`config.mk`:
```
export PLATFORM = sky130hd
export DESIGN_NAME = skipseq_top
export DESIGN_NICKNAME = d
export VERILOG_FILES = /design/src/rtl/skipseq_pkg.sv /design/src/rtl/skipseq_adv.sv /design/src/rtl/skipseq_irq.sv /design/src/rtl/skipseq_top.sv
export SDC_FILE = /design/constraint.sdc
export NUM_CORES = 1
export LEC_CHECK = 0
export CORE_ASPECT_RATIO = 0.8
export CORE_UTILIZATION = 40
export DETAILED_ROUTE_END_ITERATION = 16
export PLACE_DENSITY = 0.65
export SLEW_MARGIN = 10
export SYNTH_ARGS = -nofsm -noshare
export SYNTH_HDL_FRONTEND = slang
export SYNTH_HIERARCHICAL = 1
export SYNTH_SLANG_ARGS = --single-unit
```
`constraint.sdc`:
```
create_clock -name clk -period 43.5 [get_ports clk]
set_input_delay 4.35 -clock clk [delete_from_list [all_inputs] [get_ports clk]]
set_output_delay 4.35 -clock clk [all_outputs]
set_load 0.005 [all_outputs]
```
`src/rtl/skipseq_pkg.sv`:
```
package skipseq_pkg;
  typedef enum logic {MODE_CANCEL = 1'b0, MODE_FAST = 1'b1} skip_mode_e;
endpackage

```
`src/rtl/skipseq_adv.sv`:
```
module skipseq_adv #(
  parameter int W  = 32,
  parameter int SW = 6
) (
  input  logic [W-1:0]  src,
  input  logic          fast,
  output logic [SW-1:0] step,
  output logic [W-1:0]  rest
);
  logic [SW-1:0] low_run;

  // count consecutive ones from bit 0
  always_comb begin
    logic run;
    run     = 1'b1;
    low_run = '0;
    for (int i = 0; i < W; i++) begin
      if (run && src[i]) low_run = low_run + 1'b1;
      else               run     = 1'b0;
    end
  end

  always_comb begin
    step = fast ? low_run + 1'b1 : SW'(1);
    rest = (int'(step) >= W) ? '0 : (src >> step);
  end
endmodule

```
`src/rtl/skipseq_irq.sv`:
```
module skipseq_irq #(
  parameter int DISP = 6
) (
  input  logic clk,
  input  logic rst,
  input  logic irq_req,
  input  logic disp_start,
  output logic grant,
  output logic busy
);
  localparam int CW = $clog2(DISP + 1);
  logic [CW-1:0] cnt;

  always_ff @(posedge clk) begin
    if (rst) begin
      cnt   <= '0;
      grant <= 1'b0;
    end else begin
      if (disp_start)    cnt <= CW'(DISP);
      else if (cnt != 0) cnt <= cnt - 1'b1;
      grant <= irq_req && !grant && (cnt == 0) && !disp_start;
    end
  end

  assign busy = (cnt != 0);

  a_r7_grant_one_cycle: assert property (@(posedge clk) disable iff (rst)
    grant |=> !grant);
  a_r10_no_grant_busy: assert property (@(posedge clk) disable iff (rst)
    busy |=> !grant);
  a_r10_busy_starts: assert property (@(posedge clk) disable iff (rst)
    disp_start |=> busy);
endmodule

```
`src/rtl/skipseq_top.sv`:
```
module skipseq_top
  import skipseq_pkg::*;
#(
  parameter int W         = 32,
  parameter int AW        = 10,
  parameter int RESET_PC  = 0,
  parameter int WIN_BASE  = 'h1F8,
  parameter int WIN_SPAN  = 8,
  parameter int DISP      = 6
) (
  input  logic          clk,
  input  logic          rst,
  input  logic          skip_load,
  input  logic          skip_fast,
  input  logic [W-1:0]  skip_pat,
  input  logic          ret_valid,
  input  logic [AW-1:0] ret_addr,
  input  logic          irq_req,
  output logic [AW-1:0] fetch_pc,
  output logic [AW-1:0] exec_pc,
  output logic          exec_cancel,
  output logic          irq_grant,
  output logic          dispatch_busy,
  output logic          skip_active
);
  localparam int SW = $clog2(W + 2);
  localparam logic [AW-1:0] WIN_LO = AW'(WIN_BASE);
  localparam logic [AW-1:0] WIN_HI = AW'(WIN_BASE + WIN_SPAN - 1);

  logic [W-1:0]  pat_q;
  skip_mode_e    mode_q;
  logic          acc_ret, acc_ld, in_win, win_start;
  skip_mode_e    src_mode;
  logic [W-1:0]  src, rest;
  logic [SW-1:0] step;
  logic          cancel_nx;

  always_comb begin
    acc_ret   = ret_valid && !exec_cancel && !irq_grant;
    in_win    = (ret_addr >= WIN_LO) && (ret_addr <= WIN_HI);
    win_start = acc_ret && in_win;
    acc_ld    = skip_load && !exec_cancel && !irq_grant && !ret_valid;
    if (acc_ld) begin
      src_mode  = skip_fast ? MODE_FAST : MODE_CANCEL;
      src       = skip_fast ? (skip_pat >> 1) : skip_pat;
      cancel_nx = skip_pat[0];
    end else begin
      src_mode  = mode_q;
      src       = pat_q;
      cancel_nx = (mode_q == MODE_FAST) ? 1'b0 : pat_q[0];
    end
  end

  skipseq_adv #(.W(W), .SW(SW)) adv_i (
    .src  (src),
    .fast (src_mode == MODE_FAST),
    .step (step),
    .rest (rest)
  );

  skipseq_irq #(.DISP(DISP)) irq_i (
    .clk        (clk),
    .rst        (rst),
    .irq_req    (irq_req),
    .disp_start (win_start),
    .grant      (irq_grant),
    .busy       (dispatch_busy)
  );

  always_ff @(posedge clk) begin
    if (rst) begin
      fetch_pc    <= AW'(RESET_PC + 1);
      exec_pc     <= AW'(RESET_PC);
      exec_cancel <= 1'b0;
      pat_q       <= '0;
      mode_q      <= MODE_CANCEL;
    end else if (!irq_grant) begin
      exec_pc <= fetch_pc;
      if (acc_ret) begin
        exec_cancel <= 1'b1;
        fetch_pc    <= ret_addr;
        if (in_win) pat_q <= '0;
      end else begin
        exec_cancel <= cancel_nx;
        fetch_pc    <= fetch_pc + AW'(step);
        pat_q       <= rest;
        if (acc_ld) mode_q <= src_mode;
      end
    end
  end

  assign skip_active = (pat_q != '0);

  a_r8_freeze: assert property (@(posedge clk) disable iff (rst)
    irq_grant |=> $stable(fetch_pc) && $stable(exec_pc) && $stable(exec_cancel));
  a_r9_window_clears: assert property (@(posedge clk) disable iff (rst)
    win_start |=> !skip_active && exec_cancel);
  a_r5_idle_step: assert property (@(posedge clk) disable iff (rst)
    (!skip_active && !irq_grant && !ret_valid && !skip_load)
      |=> (fetch_pc == $past(fetch_pc) + AW'(1)) && !exec_cancel);
  a_r12_cancelled_no_load: assert property (@(posedge clk) disable iff (rst)
    (exec_cancel && !skip_active && !irq_grant) |=> !skip_active);
endmodule

```
==> results of run 1 <==
## worst max path at each step
stage                     cells past startpoint       from  slack, ps           to
after CTS                                   108  ret_valid      15790  fetch_pc[6]
after global routing                        107  ret_valid      13560  fetch_pc[6]
final                                       108  ret_valid      15400  fetch_pc[6]
after global placement                      108  ret_valid      16750  fetch_pc[6]
after detailed placement                    108  ret_valid      15540  fetch_pc[6]
after floorplan                             110  skip_fast      19190  fetch_pc[6]
## area by class of cell
| class | instances | area (um^2) | area share (%) |
|---|---|---|---|
| tap | 300 | 375 | 3.67 |
| sequential | 58 | 1160 | 11.4 |
| clock inverter | 7 | 125 | 1.22 |
| inverter | 43 | 161 | 1.58 |
| clock buffer | 9 | 225 | 2.20 |
| multi-input combinational | 1076 | 7350 | 71.9 |
| timing repair buffer | 87 | 826 | 8.08 |
## tightest hold or removal path, delay by kind of cell (launching register included)
kind / cells / cell delay [ps]
mux: 1 / 70
simple gates: 1 / 70
flops: 1 / 320
## through the flow
step | std cells | util, % | worst slack [ps] | power, mW
CTS | 1580 | 46.6 | 15790 | 0.251
floorplan | 1254 | - | 19190 | 0.135
detailed placement | 1564 | 45.0 | 15540 | 0.167
global route | 1580 | 46.6 | 13560 | 0.267
global placement | 1564 | 45.0 | 16750 | 0.165
finish | 1580 | 46.6 | 15400 | 0.252
## state kept, by name, indices dropped and copies added, names as in the netlist
signal	cells
exec_pc	10
fetch_pc	10
exec_cancel	1
irq_i/grant	1
mode_q	1
pat_q	32
irq_i/cnt	3
## metal layers
metal | routed length [um] | global-route usage (%)
met1 | 14000 | 37.1
met2 | 11500 | 35.2
met3 | 2480 | 4.31
met4 | 230 | 3.70
met5 | 0 | 0
## placed cells by master, fill, tap and decap left out, types with 12 or more instances in the layout
cell / instances
mux2i_1: 102
inv_1: 40
buf_4: 16
a31oi_1: 12
xnor2_1: 34
nor4_1: 15
nor3_1: 27
a21oi_1: 120
xor2_1: 20
o21ai_0: 45
mux2_2: 19
nand2_1: 142
and2_1: 18
a22o_1: 33
dfxtp_1: 58
nand3_1: 47
nor2_1: 160
ha_1: 38
nand4_1: 18
clkdlybuf4s50_1: 70
a21o_1: 12
and3_1: 17
## power groups by stage
| stage | registers, mW | clock network (mW) | logic (mW) |
|---|---|---|---|
| 2_1_floorplan | 0.0626 | 0 | 0.0720 |
| 3_3_place_gp | 0.0639 | 0 | 0.101 |
| 3_5_place_dp | 0.0641 | 0 | 0.103 |
| 4_1_cts | 0.0630 | 0.0846 | 0.104 |
| 5_1_grt | 0.0636 | 0.0881 | 0.116 |
| 6_report | 0.0630 | 0.0837 | 0.106 |
## kinds of logic after synthesis
kind of cell / Yosys count / synth area share [%]
mux: 126 / 14.6
fa+ha+maj: 39 / 5.46
buf+inv: 120 / 6.18
simple gates: 527 / 29.2
xor+xnor: 70 / 9.27
compound gates: 314 / 22.5
flops: 58 / 12.8
==> summary.md, run 1 <==
| Metric | Value |
|---|---|
| Status | finished clean |
| Critical Path RT | 43700 ps |
| Ant diodes | 0 |
| Synth top area share | 12.8% |
| Setup Skew | 6.42 ps |
| Reg2reg path depth | 108 |
| Unrepaired setup endpoints after global routing | false |
| Die Wd | 170 um |
| CTS tree | built |
| Kind of critical path | in -> reg |
| Final ANT Viol Nets | 0 |
| Die Ht | 137 um |
| Slew of the pin with the lowest slew margin | 1040 ps |
| Logic pwr share | 41.9% |
| First-pass GRT wire length | 45.3 mm |
| Synth area leaders | dfxtp_1 13%, mux2i_1 11%, a21oi_1 6.6%, nor2_1 6.6%, nand2_1 5.9% |
| Power Internal | 0.157 mW |
| CTS Buf Count | 9 |
| Max incr delay on CP | 950 ps |
| Row Count | 48 |
| Cts hold-fix bufs | 0 |
| Detail Placement HPWL | 21.7 mm |
| Final Hold Violating Endpoints | 0 |
| DRC | 0 |
| CP Max Fanout | 67 |
| Fin crit share | 64.6% |
| Post-synth top flop | dfxtp_1 |
| IO Pins | 72 |
| Power Dens Cells | 24.7 nW/um^2 |
| # setup viols final | 0 |
| Routed via count | 9439 |
| Worst hold start | exec_pc[4] |
| GPL Wtd Cong | 0.943 |
| Total iterations of the first detailed-routing run | 5 |
| Critical path's top delay family | adder cells |
| Avg WL per Cell | 17.9 um |
| Clock Tree Buf Depth | 2 |
| Fin crit period | 28100 ps |
| Die Area | 23300 um^2 |
| Yosys warns | 6 |
| Yosys reg bits | 58 |
| Sink Count | 58 |
| Post-synth EDFFs | 0 |
| Fin area | 10200 um^2 |
| Worst-path clk slew | 60 ps |
| Slowest cell on the critical path | inv_1 |
| GR Overflow Total | 0 |
| Worst R2R Start | irq_i/grant |
| Highest clock rate | 35.6 MHz |
| WP data arrival | 28310 ps |
| Seq pwr share | 25.0% |
| Cell with the most instances after synthesis | nor2_1 |
| Fin. max-slew vios | 0 |
| Crit. End Element | register |
| Clock power share | 33.2% |
| Post-synth net total | 1341 |
| Final wirelength | 28.2 mm |
| Hold depth | 2 |
| Sequential-to-total area share from yosys stat | 12.8% |
| CTS H-tree depth | 3 |
| Leakage | 4.30 nW |
| Post_cts resized | 0 |
| Core ar. | 21900 um^2 |
| Worst-skew pair later-pin latency | 330 ps |
| Antenna violations before repair | 0 |
| Max VDD drop | 0.0000158 V |
| Vias per cell | 5.97 |
| Reg2Reg Capture Point | fetch_pc[6] |
| Sink of the worst hold path | exec_pc[4] |
| Hold_ws | 496 ps |
| Starting density of the core | 41.4% |
| Worst slew margin relative to its limit | 30.9% |
| Hold Path Class | reg -> reg |
| Area leader, netlist | dfxtp_1 |
| Most frequent cell on the critical path | ha_1 |
| Fin Setup TNS | 0 ps |
| Sw frac | 37.8% |
| Avg Cell Area, Syn | 7.23 um^2 |
| Number of port buffers | 71 |
| Synthesized area | 9070 um^2 |
| Synth top cells by count | 160 x nor2_1, 142 x nand2_1, 120 x a21oi_1 |
| P_sw | 0.0954 mW |
| Synth cell types | 97 |
| Mapped Cells | 1254 |
| R2r setup slk | 19300 ps |
| Total GRT Usage | 24.2% |
| Largest net degree at the start of global routing | 68 |
| Final net count | 1362 |
| Startpoint types | input pin |
| Root buf cell | clkbuf_16 |
| Max_cap viols | 0 |
| Area growth syn-to-layout | 12.7% |
| Vias in the first global route | 8428 |
| Post-CTS setup buffers | 0 |
| Dpl cell area | 9870 um^2 |
| Layout fillers | 2178 |
| WP buf/inv | 7 |
| DR iter-0 viols | 846 |
| Ys async rst share | 0% |
| Ratio of cells with drive above 1 in the final layout | 8.52% |
No activity file was read; power rests on OpenSTA's default activity.
==> inputs of run 2 (changes only) <==
- clock period: 43.5 -> 28.1 ns (I/O delays scaled with it)
==> run 2 against run 1 <==
Via count shrank 1.3%. Clock-buffer cell count grew 1. Flip-flop and latch count is the same. Sequential share of layout area grew 0.067 points. Critical path depth grew 2.
==> summary.md, run 2 (same netlist as run 1, synthesis figures left out) <==
| Metric | Value |
|---|---|
| Kind of critical path | in -> reg |
| Worst-skew pair later-pin latency | 320 ps (about the same) |
| Largest net degree at the start of global routing | 68 (unchanged) |
| Max incr delay on CP | 570 ps (-380 ps) |
| Row Count | 48 (unchanged) |
| Biggest register | pat_q |
| Detail Placement HPWL | 21.7 mm (about the same) |
| Antenna violations before repair | 0 (unchanged) |
| Setup Skew | 7.82 ps (+1.40 ps) |
| Reg2Reg Capture Point | fetch_pc[6] |
| Number of port buffers | 71 (unchanged) |
| Hold depth | 2 (unchanged) |
| Core ar. | 21900 um^2 (unchanged) |
| # setup viols final | 0 (unchanged) |
| Total iterations of the first detailed-routing run | 7 (+2) |
| Vias in the first global route | 8418 (-0.12%) |
| DR iter-0 viols | 848 (+0.24%) |
| Die Area | 23300 um^2 (unchanged) |
| Worst setup path end | fetch_pc[6] |
| Finished Layout Cells | 1581 (+0.063%) |
| Die Wd | 170 um (unchanged) |
| Ant diodes | 0 (unchanged) |
| Area growth syn-to-layout | 12.0% |
| Fin crit share | 93.4% |
| Layout fillers | 2224 (+2.1%) |
| Avg WL per Cell | 17.7 um (-0.95%) |
| Worst slew margin relative to its limit | 22.4% (-8.5 points) |
| Slew of the pin with the lowest slew margin | 1150 ps (+118 ps) |
| Fin crit period | 26240 ps |
| Clock Tree Buf Depth | 2 (unchanged) |
| WP data arrival | 26430 ps (-1880 ps) |
| GR Overflow Total | 0 (unchanged) |
| DRC | 0 (unchanged) |
| WP buf/inv | 7 (unchanged) |
| Fin Setup TNS | 0 ps (unchanged) |
| Final wirelength | 28.0 mm (-0.89%) |
| CP Max Fanout | 67 (unchanged) |
| Sink Count | 58 (unchanged) |
| Most common cell after layout, fill and taps aside | nor2_1 |
| Starting density of the core | 41.4% (unchanged) |
| Hold Path Class | reg -> reg |
| CTS Buf Count | 9 (unchanged) |
| Most frequent cell on the critical path | ha_1 |
| Startpoint types | input pin |
| Most frequent cells in the layout | 160 x nor2_1, 142 x nand2_1, 120 x a21oi_1 |
| Post-CTS setup buffers | 0 (unchanged) |
| R2r setup slk | 4220 ps (-15080 ps) |
| Slowest cell on the critical path | buf_4 |
| Crit. End Element | register |
| Ratio of cells with drive above 1 in the final layout | 8.67% (+0.15 points) |
| CTS H-tree depth | 3 (unchanged) |
| Status | finished clean |
| Final ANT Viol Nets | 0 (unchanged) |
| Root buf cell | clkbuf_16 |
| IO Pins | 72 (unchanged) |
| Top flop regs | pat_q (32), exec_pc (10), fetch_pc (10) |
| Critical Path RT | 28300 ps (-15400 ps) |
| Post_cts resized | 0 (unchanged) |
| Critical path's top delay family | adder cells |
| First-pass GRT wire length | 44.6 mm (-1.5%) |
| CTS tree | built |
| Unrepaired setup endpoints after global routing | false |
| Routed via count | 9316 (-1.3%) |
| Max_cap viols | 0 (unchanged) |
| Worst R2R Start | irq_i/grant |
| Placed Cells incl. Taps | 1564 (unchanged) |
| Worst-path clk slew | 60 ps (about the same) |
| Max reg flops | 32 (unchanged) |
| Power Total | 0.362 mW (+44%) |
| Final net count | 1363 (+0.073%) |
| Leakage | 4.25 nW (-1.1%) |
| Max VDD drop | 0.0000276 V (+75%) |
| Reg2reg path depth | 110 (+1.9%) |
| Setup crit start | ret_valid |
| Cts hold-fix bufs | 0 (unchanged) |
| Final Hold Violating Endpoints | 0 (unchanged) |
| Worst path depth | 110 (+1.9%) |
| Fin. max-slew vios | 0 (unchanged) |
| GPL Wtd Cong | 0.943 (about the same) |
| Highest clock rate | 38.1 MHz |
| Vias per cell | 5.89 (-1.4%) |
| Power Dens Cells | 35.6 nW/um^2 (+44%) |
| Total GRT Usage | 23.9% (-0.37 points) |
| Die Ht | 137 um (unchanged) |
[run 2: stage by stage]
stage | utilization, % | hold WS (ps) | setup slack (ps) | instance area (um^2)
2_1_floorplan | - | 462 | 5330 | 9070
5_1_grt | 46.4 | 509 | 82.1 | 10200
4_1_cts | 46.3 | 478 | 1970 | 10200
3_5_place_dp | 45.0 | 467 | 1720 | 9870
6_report | 46.4 | 474 | 1860 | 10200
3_3_place_gp | 45.0 | 456 | 2890 | 9870
[run 2: power by group]
group	internal (mW)	switching, mW
Combinational	0.0659	0.0972
Clock	0.0619	0.0398
Sequential	0.0897	0.00772
Total	0.218	0.145
[run 2: worst reg2reg max path, delay by kind of cell, from the launching register on]
family / cells / cell delay (ps)
and+or+nand+nor: 21 / 2220
AOI/OAI and AO/OA: 31 / 5650
adders and majority gates: 30 / 9560
buffers and inverters: 7 / 1710
xor gates and xnor gates: 2 / 550
muxes: 19 / 3760
DFF: 1 / 290
[run 2: area by class of cell]
class / instances / area (um^2) / share of cell area (%)
clock buffers: 10 / 239 / 2.35
clock inverters: 6 / 42.5 / 0.419
inverters: 43 / 165 / 1.63
multi-input cells: 1076 / 7350 / 72.3
flip-flops and latches: 58 / 1160 / 11.4
well taps: 300 / 375 / 3.69
repair buffers: 87 / 826 / 8.13
repair inverters: 1 / 5.00 / 0.0492
[run 2: how the worst min path moves through the flow]
stage | start | end | slack [ps]
5_1_grt | exec_pc[6] | exec_pc[6] | 510
6_report | exec_pc[6] | exec_pc[6] | 470
2_1_floorplan | exec_pc[6] | exec_pc[6] | 460
4_1_cts | exec_pc[6] | exec_pc[6] | 480
3_5_place_dp | exec_pc[6] | exec_pc[6] | 470
3_3_place_gp | exec_pc[6] | exec_pc[6] | 460
[run 2: layer usage]
metal / share of wire [%] / up-vias / GRT usage (%) / wire [um]
met5: 0 / - / 0 / 0
met4: 0.42 / 0 / 2.55 / 118
met3: 8.0 / 11 / 4.40 / 2240
met2: 41 / 316 / 35.7 / 11400
met1: 51 / 4395 / 36.1 / 14200
li1: - / 4594 / - / -
==> inputs of run 3 (changes only) <==
- CORE_MARGIN: unset -> 2
- PLACE_DENSITY: 0.65 -> unset
- clock period: 28.1 -> 24.5 ns (I/O delays scaled with it)
==> run 3 against run 2 <==
Global-route usage shrank 0.61 points. Sequential power increased by 15%. Core utilization up 0.55 points. Setup slack worse by 520 ps. Critical endpoint unchanged. Critical path type unchanged. Flip-flop and latch count is the same. First-iteration DRC count grew 0.83%. Worst hold slack worse by 5.8 ps. Power increased by 20%. Die area grew 2.7%. Largest cell class unchanged. Critical path depth grew 1. Highest routed layer unchanged.
==> summary.md, run 3 (same netlist as run 1, synthesis figures left out) <==
| Metric | Value |
|---|---|
| Avg WL per Cell | 17.8 um (+0.55%) |
| Worst-path clk slew | 50 ps (about the same) |
| Ratio of cells with drive above 1 in the final layout | 11.9% (+3.2 points) |
| Max_cap viols | 0 (unchanged) |
| Total iterations of the first detailed-routing run | 6 (-1) |
| Core ar. | 22400 um^2 (+2.1%) |
| Placement Setup Slack | -315 ps (-2030 ps) |
| # setup viols final | 0 (unchanged) |
| Slew of the pin with the lowest slew margin | 1060 ps (-97.9 ps) |
| Largest net degree at the start of global routing | 40 (-41%) |
| DRC | 0 (unchanged) |
| CTS H-tree depth | 3 (unchanged) |
| GR Overflow Total | 0 (unchanged) |
| Fin crit period | 23160 ps |
| Fin. max-slew vios | 0 (unchanged) |
| Vias per cell | 5.85 (-0.75%) |
| Crit. End Element | register |
| Die Wd | 172 um (+1.2%) |
| Final setup margin | 1340 ps (-523 ps) |
| Fin crit share | 94.5% |
| IO Pins | 72 (unchanged) |
| Reg2Reg Capture Point | fetch_pc[6] |
| Number of port buffers | 71 (unchanged) |
| Most frequent cells in the layout | 159 x nor2_1, 142 x nand2_1, 115 x a21oi_1 |
| Final wirelength | 28.7 mm (+2.5%) |
| Hold depth | 2 (unchanged) |
| Area growth syn-to-layout | 15.7% |
| CP Max Fanout | 8 (-88%) |
| Detail Placement HPWL | 22.1 mm (+1.9%) |
| Placed Cells incl. Taps | 1584 (+1.3%) |
| Antenna violations before repair | 0 (unchanged) |
| Startpoint types | input pin |
| Final ANT Viol Nets | 0 (unchanged) |
| Reg2reg path depth | 111 (+0.91%) |
| Kind of critical path | in -> reg |
| Final net count | 1388 (+1.8%) |
| Die Ht | 139 um (+1.5%) |
| GPL Wtd Cong | 0.932 (-1.1%) |
| Worst slew margin relative to its limit | 29.0% (+6.6 points) |
| Total GRT Usage | 23.3% (-0.61 points) |
| Power Dens Cells | 41.4 nW/um^2 (+16%) |
| Highest clock rate | 43.2 MHz |
| Sink of the worst hold path | exec_pc[6] |
| Hold Path Class | reg -> reg |
| Biggest register | pat_q |
| Status | finished clean |
| Ant diodes | 0 (unchanged) |
| Slowest cell on the critical path | clkdlybuf4s50_1 |
| WP buf/inv | 8 (+1) |
| Worst hold start | exec_pc[6] |
| CTS Buf Count | 9 (unchanged) |
| Leakage | 4.39 nW (+3.2%) |
| Max incr delay on CP | 490 ps (-80 ps) |
| Root buf cell | clkbuf_16 |
| R2r setup slk | 3330 ps (-890 ps) |
| Finished Layout Cells | 1612 (+2.0%) |
| Starting density of the core | 40.5% (-0.84 points) |
| CTS tree | built |
| Max VDD drop | 0.0000249 V (-9.8%) |
| Setup Skew | 5.15 ps (-2.66 ps) |
| Clock Tree Buf Depth | 2 (unchanged) |
| Die Area | 23900 um^2 (+2.7%) |
| Vias in the first global route | 8409 (-0.11%) |
| Most common cell after layout, fill and taps aside | nor2_1 |
| WP data arrival | 23410 ps (-3020 ps) |
| Final Hold Violating Endpoints | 0 (unchanged) |
| Max reg flops | 32 (unchanged) |
| DR iter-0 viols | 855 (+0.83%) |
| Worst R2R Start | irq_i/grant |
| Critical Path RT | 24750 ps (-3550 ps) |
| Top flop regs | pat_q (32), exec_pc (10), fetch_pc (10) |
| Sink Count | 58 (unchanged) |
| Critical path's top delay family | adder cells |
| Worst-skew pair later-pin latency | 330 ps (about the same) |
| Routed via count | 9427 (+1.2%) |
| Row Count | 49 (+2.1%) |
| Most frequent cell on the critical path | ha_1 |
| First-pass GRT wire length | 45.4 mm (+1.8%) |
## run 3: cell types whose count changed in the layout (fill, tap and decap cells not counted), moves of 5 or more
cell     before  now
buf_4        16   41
a21oi_1     120  115
a21oi_2       1    6
ha_1         38   33
## run 3: layout make-up
| cell class | count | area, um^2 |
|---|---|---|
| fillers | 2294 | 11900 |
| multi-input cells | 1076 | 7460 |
| flip-flops and latches | 58 | 1160 |
| repair buffers | 113 | 1020 |
| well taps | 306 | 383 |
| clock buffers | 10 | 239 |
| inverters | 43 | 161 |
| clock inverters | 6 | 66.3 |
## run 3: timing repair
item                                   4_1_cts  5_1_grt
resized for setup                            0       30
endpoints found under the hold margin        0        0
setup endpoints to repair                    1       41
pin swaps                                    1       10
setup buffers                                1       11
hold buffers                                 0        0
cloned                                       0        0
## run 3: worst max-delay path by stage
stage | start | endpoint | slack (ps) | depth (start not counted)
6_report | ret_valid | fetch_pc[6] | 1340 | 111
4_1_cts | ret_valid | fetch_pc[6] | 100 | 108
5_1_grt | ret_valid | fetch_pc[6] | -70 | 111
2_1_floorplan | skip_fast | fetch_pc[6] | 2090 | 110
3_5_place_dp | ret_valid | fetch_pc[6] | -320 | 108
3_3_place_gp | ret_valid | fetch_pc[6] | 510 | 108
## run 3: worst min-delay path, stage by stage (launching register included)
cell     delay, ps
dfxtp_1        310
nand2_1         60
a21oi_1         50
## run 3: stage by stage
stage / total power [mW] / hold slack, ps / instance area [um^2] / TNS (ps) / util (%)
after floorplan: 0.239 / 462 / 9070 / 0 / -
after global placement: 0.297 / 457 / 9990 / 0 / 44.6
after global routing: 0.461 / 502 / 10500 / -136 / 46.9
after detailed placement: 0.298 / 460 / 9990 / -709 / 44.6
final: 0.434 / 468 / 10500 / 0 / 46.9
after CTS: 0.426 / 469 / 10300 / 0 / 46.0
## run 3: per-layer routing
layer / global-route usage [%] / share of wire, % / up-vias
met5: 0 / 0 / -
met4: 2.70 / 0.46 / 0
met3: 5.05 / 7.9 / 14
met2: 31.8 / 40 / 340
met1: 37.4 / 51 / 4412
li1: - / - / 4661
## run 3: power breakdown
part           switching, mW  internal (mW)
Clock                 0.0461         0.0813
Sequential           0.00909          0.103
Combinational          0.115         0.0804
Total                  0.170          0.265
